**src/rtl/gpio_irq_pkg.sv**
```systemverilog
package gpio_irq_pkg;
  localparam int unsigned CTL_W    = 4;
  localparam int unsigned ACK_B    = 0;
  localparam int unsigned FORCE_B  = 1;
  localparam int unsigned MASK_B   = 2;
  localparam int unsigned UNMASK_B = 3;
endpackage

```
**src/rtl/gpio_irq_rst_sync.sv**
```systemverilog
module gpio_irq_rst_sync (
  input  logic clk,
  input  logic arst_n,
  output logic srst_n
);
  logic [1:0] sync_q;
  logic [1:0] sync_d;

  always_comb begin
    sync_d = {sync_q[0], 1'b1};
  end

  always_ff @(posedge clk or negedge arst_n) begin
    if (!arst_n) sync_q <= 2'b00;
    else         sync_q <= sync_d;
  end

  assign srst_n = sync_q[1];
endmodule

```
**src/rtl/gpio_irq_detect.sv**
```systemverilog
module gpio_irq_detect (
  input  logic clk,
  input  logic rst_n,
  input  logic pin_i,
  input  logic inv_i,
  input  logic edge_i,
  input  logic arm_i,
  output logic ev_o
);
  logic adj;
  logic prev_q;
  logic prev_d;

  assign adj = pin_i ^ inv_i;

  always_comb begin
    prev_d = adj;
  end

  always_ff @(posedge clk or negedge rst_n) begin
    if (!rst_n) prev_q <= 1'b0;
    else        prev_q <= prev_d;
  end

  assign ev_o = arm_i & adj & (~edge_i | ~prev_q);


  edge_single_pulse_chk: assert property (@(posedge clk) disable iff (!rst_n)
    (ev_o && edge_i) |=> !(ev_o && edge_i));
endmodule

```
**src/rtl/gpio_irq_line_regs.sv**
```systemverilog
module gpio_irq_line_regs
  import gpio_irq_pkg::*;
(
  input  logic             clk,
  input  logic             rst_n,
  input  logic             ev_i,
  input  logic             wr_i,
  input  logic [CTL_W-1:0] wdata_i,
  output logic             stat_o,
  output logic             en_o
);
  logic stat_q, stat_d, stat_upd;
  logic en_q, en_d, en_upd;
  logic do_ack, do_force, do_mask, do_unmask;

  assign do_ack    = wr_i & wdata_i[ACK_B];
  assign do_force  = wr_i & wdata_i[FORCE_B];
  assign do_mask   = wr_i & wdata_i[MASK_B];
  assign do_unmask = wr_i & wdata_i[UNMASK_B];

  always_comb begin
    stat_upd = wr_i | ev_i;
    if (do_ack) stat_d = do_force;
    else        stat_d = stat_q | ev_i | do_force;
  end

  always_comb begin
    en_upd = do_mask | do_unmask;
    en_d   = ~do_mask;
  end

  always_ff @(posedge clk or negedge rst_n) begin
    if (!rst_n)        stat_q <= 1'b0;
    else if (stat_upd) stat_q <= stat_d;
  end

  always_ff @(posedge clk or negedge rst_n) begin
    if (!rst_n)      en_q <= 1'b0;
    else if (en_upd) en_q <= en_d;
  end

  assign stat_o = stat_q;
  assign en_o   = en_q;


  ack_clears_chk: assert property (@(posedge clk) disable iff (!rst_n)
    (wr_i && wdata_i[ACK_B] && !wdata_i[FORCE_B]) |=> !stat_o);

  force_sets_chk: assert property (@(posedge clk) disable iff (!rst_n)
    (wr_i && wdata_i[FORCE_B]) |=> stat_o);

  mask_clears_chk: assert property (@(posedge clk) disable iff (!rst_n)
    (wr_i && wdata_i[MASK_B]) |=> !en_o);

  unmask_sets_chk: assert property (@(posedge clk) disable iff (!rst_n)
    (wr_i && wdata_i[UNMASK_B] && !wdata_i[MASK_B]) |=> en_o);

  status_cause_chk: assert property (@(posedge clk) disable iff (!rst_n)
    $rose(stat_o) |-> $past(ev_i || (wr_i && wdata_i[FORCE_B])));
endmodule

```
**src/rtl/gpio_irq_unit.sv**
```systemverilog
module gpio_irq_unit
  import gpio_irq_pkg::*;
#(
  parameter int unsigned LINES       = 4,
  parameter int unsigned AW          = 16,
  parameter int unsigned BASE_ADDR   = 32'h0800,
  parameter int unsigned STRIDE_LOG2 = 3
) (
  input  logic             clk,
  input  logic             rst_n,
  input  logic [LINES-1:0] pin_in,
  input  logic [LINES-1:0] cfg_invert,
  input  logic [LINES-1:0] cfg_edge,
  input  logic [LINES-1:0] cfg_int_en,
  input  logic             wr_en,
  input  logic [AW-1:0]    wr_addr,
  input  logic [CTL_W-1:0] wr_data,
  input  logic [AW-1:0]    rd_addr,
  output logic [CTL_W-1:0] rd_data,
  output logic [LINES-1:0] irq_out
);
  localparam int unsigned STRIDE = 1 << STRIDE_LOG2;

  logic             srst_n;
  logic [LINES-1:0] wr_hit;
  logic [LINES-1:0] rd_hit;
  logic [LINES-1:0] ev;
  logic [LINES-1:0] stat;
  logic [LINES-1:0] en;
  logic [CTL_W-1:0] rd_word [LINES];

  gpio_irq_rst_sync u_rst_sync (
    .clk    (clk),
    .arst_n (rst_n),
    .srst_n (srst_n)
  );

  for (genvar g = 0; g < LINES; g++) begin : g_line
    localparam logic [AW-1:0] LADDR = AW'(BASE_ADDR + g * STRIDE);

    assign wr_hit[g] = wr_en && (wr_addr == LADDR);
    assign rd_hit[g] = (rd_addr == LADDR);

    gpio_irq_detect u_det (
      .clk    (clk),
      .rst_n  (srst_n),
      .pin_i  (pin_in[g]),
      .inv_i  (cfg_invert[g]),
      .edge_i (cfg_edge[g]),
      .arm_i  (cfg_int_en[g]),
      .ev_o   (ev[g])
    );

    gpio_irq_line_regs u_regs (
      .clk     (clk),
      .rst_n   (srst_n),
      .ev_i    (ev[g]),
      .wr_i    (wr_hit[g]),
      .wdata_i (wr_data),
      .stat_o  (stat[g]),
      .en_o    (en[g])
    );

    assign irq_out[g] = stat[g] & en[g];
    assign rd_word[g] = rd_hit[g] ? {en[g], 2'b00, stat[g]} : '0;
  end

  always_comb begin
    rd_data = '0;
    for (int k = 0; k < LINES; k++) rd_data = rd_data | rd_word[k];
  end


  decode_onehot_chk: assert property (@(posedge clk) disable iff (!srst_n)
    $onehot0(wr_hit));
endmodule

```
**config.mk**
```make
export PLATFORM = sky130hd
export DESIGN_NAME = gpio_irq_unit
export DESIGN_NICKNAME = d
export VERILOG_FILES = /design/src/rtl/gpio_irq_pkg.sv /design/src/rtl/gpio_irq_rst_sync.sv /design/src/rtl/gpio_irq_detect.sv /design/src/rtl/gpio_irq_line_regs.sv /design/src/rtl/gpio_irq_unit.sv
export SDC_FILE = /design/constraint.sdc
export NUM_CORES = 1
export LEC_CHECK = 0
export BUFFER_PORTS_ARGS = -buffer_cell sky130_fd_sc_hd__buf_2
export CORE_UTILIZATION = 34
export DETAILED_ROUTE_END_ITERATION = 10
export MAX_ROUTING_LAYER = met4
export PLACE_DENSITY = 0.71
export REMOVE_ABC_BUFFERS = 1
export SYNTH_ARGS = -nofsm -noshare
export SYNTH_HDL_FRONTEND = slang
export SYNTH_HIERARCHICAL = 1
export SYNTH_SLANG_ARGS = --single-unit
```
**constraint.sdc**
```tcl
create_clock -name clk -period 0.95 [get_ports clk]
set_input_delay 0.0475 -clock clk [delete_from_list [all_inputs] [get_ports clk]]
set_output_delay 0.0475 -clock clk [all_outputs]
set_load 0.01 [all_outputs]
```
# ---- Word-level counts from Yosys, hierarchy flattened
# Cells that the tools add are included.
dict set report word_totals {
  regBits 14
  in_bits 55
  wordCells 100
}
dict set report classes {
  n_eq_ne 8
  mux 8
  bitwise_logic 67
  n_reduce_logical 4
}
# operator count
set op_table {}
lappend op_table {{16-bit by 12-bit == test with 1-bit output, second input constant} 8}
lappend op_table {{1-bit bitwise AND} 28}
lappend op_table {{1-bit bitwise OR} 20}
lappend op_table {{4-bit 2-to-1 mux} 4}
lappend op_table {{1-bit NOT} 12}
lappend op_table {{4-bit bitwise OR} 3}
lappend op_table {{1-bit logical AND} 4}
lappend op_table {{1-bit 2-to-1 mux} 4}
lappend op_table {{1-bit XOR} 4}

# ---- Longest topological paths before layout
dict set report depth {
  ltp_word 6
  ltp_mapped 5
  mapped_depth_nobuf 5
}

# ---- Modules after synthesis
# Netlist, hierarchy kept.
# mod n_inst cells_per_inst area_per_inst_um2 seq_area_each_um2
set by_module_without_submodules {}
lappend by_module_without_submodules {gpio_irq_line_regs 4 7 76.3 50.0}
lappend by_module_without_submodules {gpio_irq_unit 1 26 246.5 0.0}
lappend by_module_without_submodules {gpio_irq_detect 4 4 43.8 25.0}
lappend by_module_without_submodules {gpio_irq_rst_sync 1 3 53.8 50.0}

# ---- Least setup slack after synthesis
# No wires, ideal clock.
dict set report synth_timing {
  kind {input port to flip-flop}
  from {input port wr_addr[5]}
  to {register g_line[0].u_regs.stat_q}
  setup_ns 0.121
  arrival_time_ns 0.992
  t_required_ns 0.829
  setup_slack_ns -0.163
  cell_stages 5
  path_cell_list {nor4b_2 -> nand4_2 -> nor3_1 -> o2bb2ai_1 -> nand2_1}
}
dict set report synth_via {
  elab_chain_cells 5
  word_cells_on_any_way 7
  classes_between {1 x eq/ne; 1 x mux; 4 x bitwise; 1 x reduce/logical}
}
# item line
set synth_lines {}
lappend synth_lines {{from (decl)} gpio_irq_unit.sv:16} ;# input logic [AW-1:0] wr_addr,
lappend synth_lines {{16-bit by 12-bit == test with 1-bit output (*)} gpio_irq_unit.sv:41} ;# assign wr_hit[g] = wr_en && (wr_addr == LADDR);
lappend synth_lines {{1-bit logical AND (*)} gpio_irq_unit.sv:41}
lappend synth_lines {{named net wr_hit[0]} gpio_irq_unit.sv:25} ;# logic [LINES-1:0] wr_hit;
lappend synth_lines {{1-bit bitwise AND} gpio_irq_line_regs.sv:17} ;# assign do_force = wr_i & wdata_i[FORCE_B];
lappend synth_lines {{1-bit bitwise OR} gpio_irq_line_regs.sv:24} ;# else stat_d = stat_q | ev_i | do_force;
lappend synth_lines {{1-bit 2-to-1 mux} gpio_irq_line_regs.sv:23} ;# if (do_ack) stat_d = do_force;
lappend synth_lines {{to (signal assigned)} gpio_irq_line_regs.sv:34} ;# else if (stat_upd) stat_q <= stat_d;
lappend synth_lines {{to (decl)} gpio_irq_line_regs.sv:12} ;# logic stat_q, stat_d, stat_upd;
# Mark *: on every way through the listed nets, which the timed path passes. The rest lies on a longest branch.
# A chain may end at the register's enable or synchronous reset.

# ---- Worst setup path in the final report
dict set report layout_timing {
  from {register g_line[2].u_regs.stat_q}
  to {output port rd_data[0]}
}
dict set report layout_via {
  elab_chain_cells 3
}
# item line
set layout_lines {}
lappend layout_lines {{from (decl)} gpio_irq_line_regs.sv:12}
lappend layout_lines {{from (signal assigned)} gpio_irq_line_regs.sv:34}
lappend layout_lines {{4-bit 2-to-1 mux} gpio_irq_unit.sv:65} ;# assign rd_word[g] = rd_hit[g] ? {en[g], 2'b00, stat[g]} : '0;
lappend layout_lines {{4-bit bitwise OR (2 in series)} gpio_irq_unit.sv:70} ;# for (int k = 0; k < LINES; k++) rd_data = rd_data | rd_word[k];
lappend layout_lines {{to (decl)} gpio_irq_unit.sv:19} ;# output logic [CTL_W-1:0] rd_data,
# Every way passes these cells.

==> results by group <==
Synth
  – Synth Instances: 73
  – Post-synth cell types: 20
  – Seq/Total Area, Yosys: 0.449
  – Synth Area per Inst: 10.7 sq um
  – Warnings from Yosys: 6
  – Syn Std Cell Area: 781 sq um
  – Yosys reg bits: 14

Power and ir drop
  – VDD IR max: about 0.0011 V
  – Tot Pwr: around 1.3 mW
  – Static Leakage: around 0.69 nW
  – P per Cell Area: 945 nW/um^2

Timing
  – Worst setup margin: -0.508 ns
  – RSZ-0062 raised after global routing: true
  – Min Tclk post-route: around 1.5 ns
  – Setup Skew: 0.0105 ns
  – Final Setup Violations: 11
  – Final slew viol count: 0
  – Hold Vio Cnt, Final: 0
  – Top achievable clock speed: 686 MHz
  – Tcrit/Tclk final: 1.53

Min path
  – Worst Hold Path EP: g_line[1].u_regs/stat_o$_DFFE_PN0P_
  – Hold Path Cell Cnt: 3
  – Origin of the worst min-delay path: wr_data[1]
  – Worst min path class: in -> reg

Setup path
  – Startpoint Class: flip-flop
  – Crit-path cells: mux4_2, nor2b_1, buf_2
  – Required time of the critical path: 0.90 ns
  – Crit-path max FO: 2
  – Reg2reg setup slack: 0.05 ns
  – WP buf/inv: 1
  – R2r endpoint: g_line[0].u_regs/en_o$_DFFE_PN0P_
  – Worst Reg-to-Reg Cells: 4
  – Critical path class: reg -> out
  – CP top delay family: multiplexers
  – CP max-delay cell: mux4_2
  – Critical Path Max Stage Delay: 0.45 ns
  – Worst setup EP type: output pin
  – Critical path arrival: 1.41 ns
  – R2R Path Start: g_line[0].u_regs/en_o$_DFFE_PN0P_

Cells and area
  – # diodes: 0
  – Highest-count cells in the layout ignoring fill and taps: 53 x buf_2, 14 x dfrtp_1, 13 x nand2_1
  – Area Overhead vs Synth: 80.6%
  – Nets@finish: ~210
  – Final instance area: approximately 1400 sq um
  – Share of layout cells above drive strength 1: 0.614
  – Most common cell after layout, fill and taps aside: buf_2

Drt
  – DRT met1 WL: 873 um
  – Top routing layer in use: met4
  – Initial DRC Count: 23
  – Vias: 890
  – Drt pass-1 iters: 5
  – DRT Wirelength: approximately 2300 um
  – Vias/cell: 4.94
  – Post-route ant nets: 0
  – Wirelength per Cell: 13.0 um
  – Remaining DRCs: 0
  – Met2 wire len: 1250 um
  – Met3 Wirelength: 161 um

Placement
  – Hpwl dp: approximately 1700 um
  – RePlAce Congestion: 0.740
  – Post-placement cell area: 1170 sq um
  – Number of port buffers: 60

Global routing
  – Initial antenna violation count: 0
  – Total congestion overflow: 0
  – First-pass GRT wire length: about 3700 um
  – Largest net degree at the start of global routing: 13
  – All-Layer GR Usage: 0.213
  – Via count of the first global-routing pass: 850

Clock network
  – CTS Buffer Depth: 2
  – Inserted Clock Buffers: 3
  – Clock root buffer: clkbuf_4
  – CTS Sinks: 14
  – Worst skew pair latency: 0.29 ns
  – CTS tree: yes
  – H-Tree Depth: 1
  – CTS clk-pin slew, worst paths: 0.10 ns

Die
  – Die area: about 2500 sq um
  – Initial Util: 0.379
  – Core area: 2060 sq um
  – # rows: 16
  – # IOs: 63
  – Die width: 49.9 um
  – Die Ht: 49.9 um

Outcome
  – Outcome: finished with violations
  – Violated checks: setup timing

Flow run
  – Max Cap Viol: 0
[cells by family (layout without fill, tap and decap cells)]
logic type | after synthesis | count (layout) | share of synthesized area
buffers and inverters | 2 | 81 | 0.0192
and+or+nand+nor | 37 | 37 | 0.314
AOI/OAI and AO/OA | 12 | 12 | 0.0962
muxes | 2 | 2 | 0.0673
other | 2 | 3 | 0.00962
xor gates and xnor gates | 4 | 4 | 0.0449
DFF | 14 | 14 | 0.449
[tightest hold or removal path: cells and delay by family]
kind,cells,cell delay [ns]
buffers and inverters,1,0.13
and+or+nand+nor,2,0.11
[sequential cells by signal (all words and copies together) (netlist names)]
signal / cells
g_line.u_det/prev_q: 4
g_line.u_regs/en_o: 4
g_line.u_regs/stat_o: 4
u_rst_sync/sync_q: 2
[stage by stage]
step	hold WS, ns	TNS [ns]	instances	setup WS [ns]	util
after global placement	-0.168	-2.54	168	-0.313	0.568
after CTS	0.0163	-1.88	179	-0.505	0.658
after detailed placement	-0.165	-3.04	168	-0.380	0.568
after global routing	0.0275	-2.56	180	-0.548	0.684
after floorplan	-0.248	-0.946	72	-0.163	-
final	0.0199	-2.01	180	-0.508	0.684
[synth_stat cells]
cell type,number,share of area
dfrtp_1,14,0.45
nand2_1,13,0.063
a21oi_1,8,0.051
and2_1,4,0.032
and3_1,4,0.032
o2bb2ai_1,4,0.045
xor2_1,4,0.045
buf_4,2,0.019
conb_1,2,0.0096
mux4_1,2,0.067
nor2_1,2,0.0096
nor2b_1,2,0.016
nor3_1,2,0.013
nor3b_2,2,0.032
nor4_1,2,0.016
nor4b_2,2,0.038
nand4_1,1,0.0080
nand4_2,1,0.016
nor4_4,1,0.027
nor4b_1,1,0.011
[layer usage]
layer | vias to the layer above | global-route usage
li1 | 425 | -
met1 | 406 | 0.230
met2 | 52 | 0.376
met3 | 7 | 0.0216
met4 | 0 | 0.119
met5 | - | -
[worst max path at each step]
stage                                     endpoint  slack [ns]  cells after the start                           startpoint
2_1_floorplan  g_line[0].u_regs/stat_o$_DFFE_PN0P_       -0.16                      5                           wr_addr[5]
3_3_place_gp   g_line[0].u_regs/stat_o$_DFFE_PN0P_       -0.31                      7                           wr_addr[5]
3_5_place_dp   g_line[0].u_regs/stat_o$_DFFE_PN0P_       -0.38                      7                           wr_addr[5]
4_1_cts                                 rd_data[3]       -0.50                      3    g_line[0].u_regs/en_o$_DFFE_PN0P_
5_1_grt                                 rd_data[0]       -0.55                      3  g_line[2].u_regs/stat_o$_DFFE_PN0P_
6_report                                rd_data[0]       -0.51                      3  g_line[2].u_regs/stat_o$_DFFE_PN0P_
[report_power, final]
| group | internal (mW) | switching (mW) | total [mW] |
|---|---|---|---|
| Combinational | 0.151 | 0.101 | 0.253 |
| Clock | 0.234 | 0.215 | 0.448 |
| Sequential | 0.617 | 0.0147 | 0.631 |
| Total | 1.00 | 0.331 | 1.33 |
[area by class of cell]
cell class / instances / area (sq um)
fillers: 159 / 652
multi-input cells: 58 / 499
repair buffers: 77 / 490
clock buffers: 4 / 36.3
flip-flops and latches: 14 / 350
well taps: 27 / 33.8
[timing repair]
action,in CTS,in global routing
cloned,0,0
hold buffers,6,0
endpoints found under the setup margin,12,13
pin swaps,8,5
hold endpoints to repair,10,0
resized for setup,18,9
buffers inserted,4,1
Power figures use the tool's default switching activity.
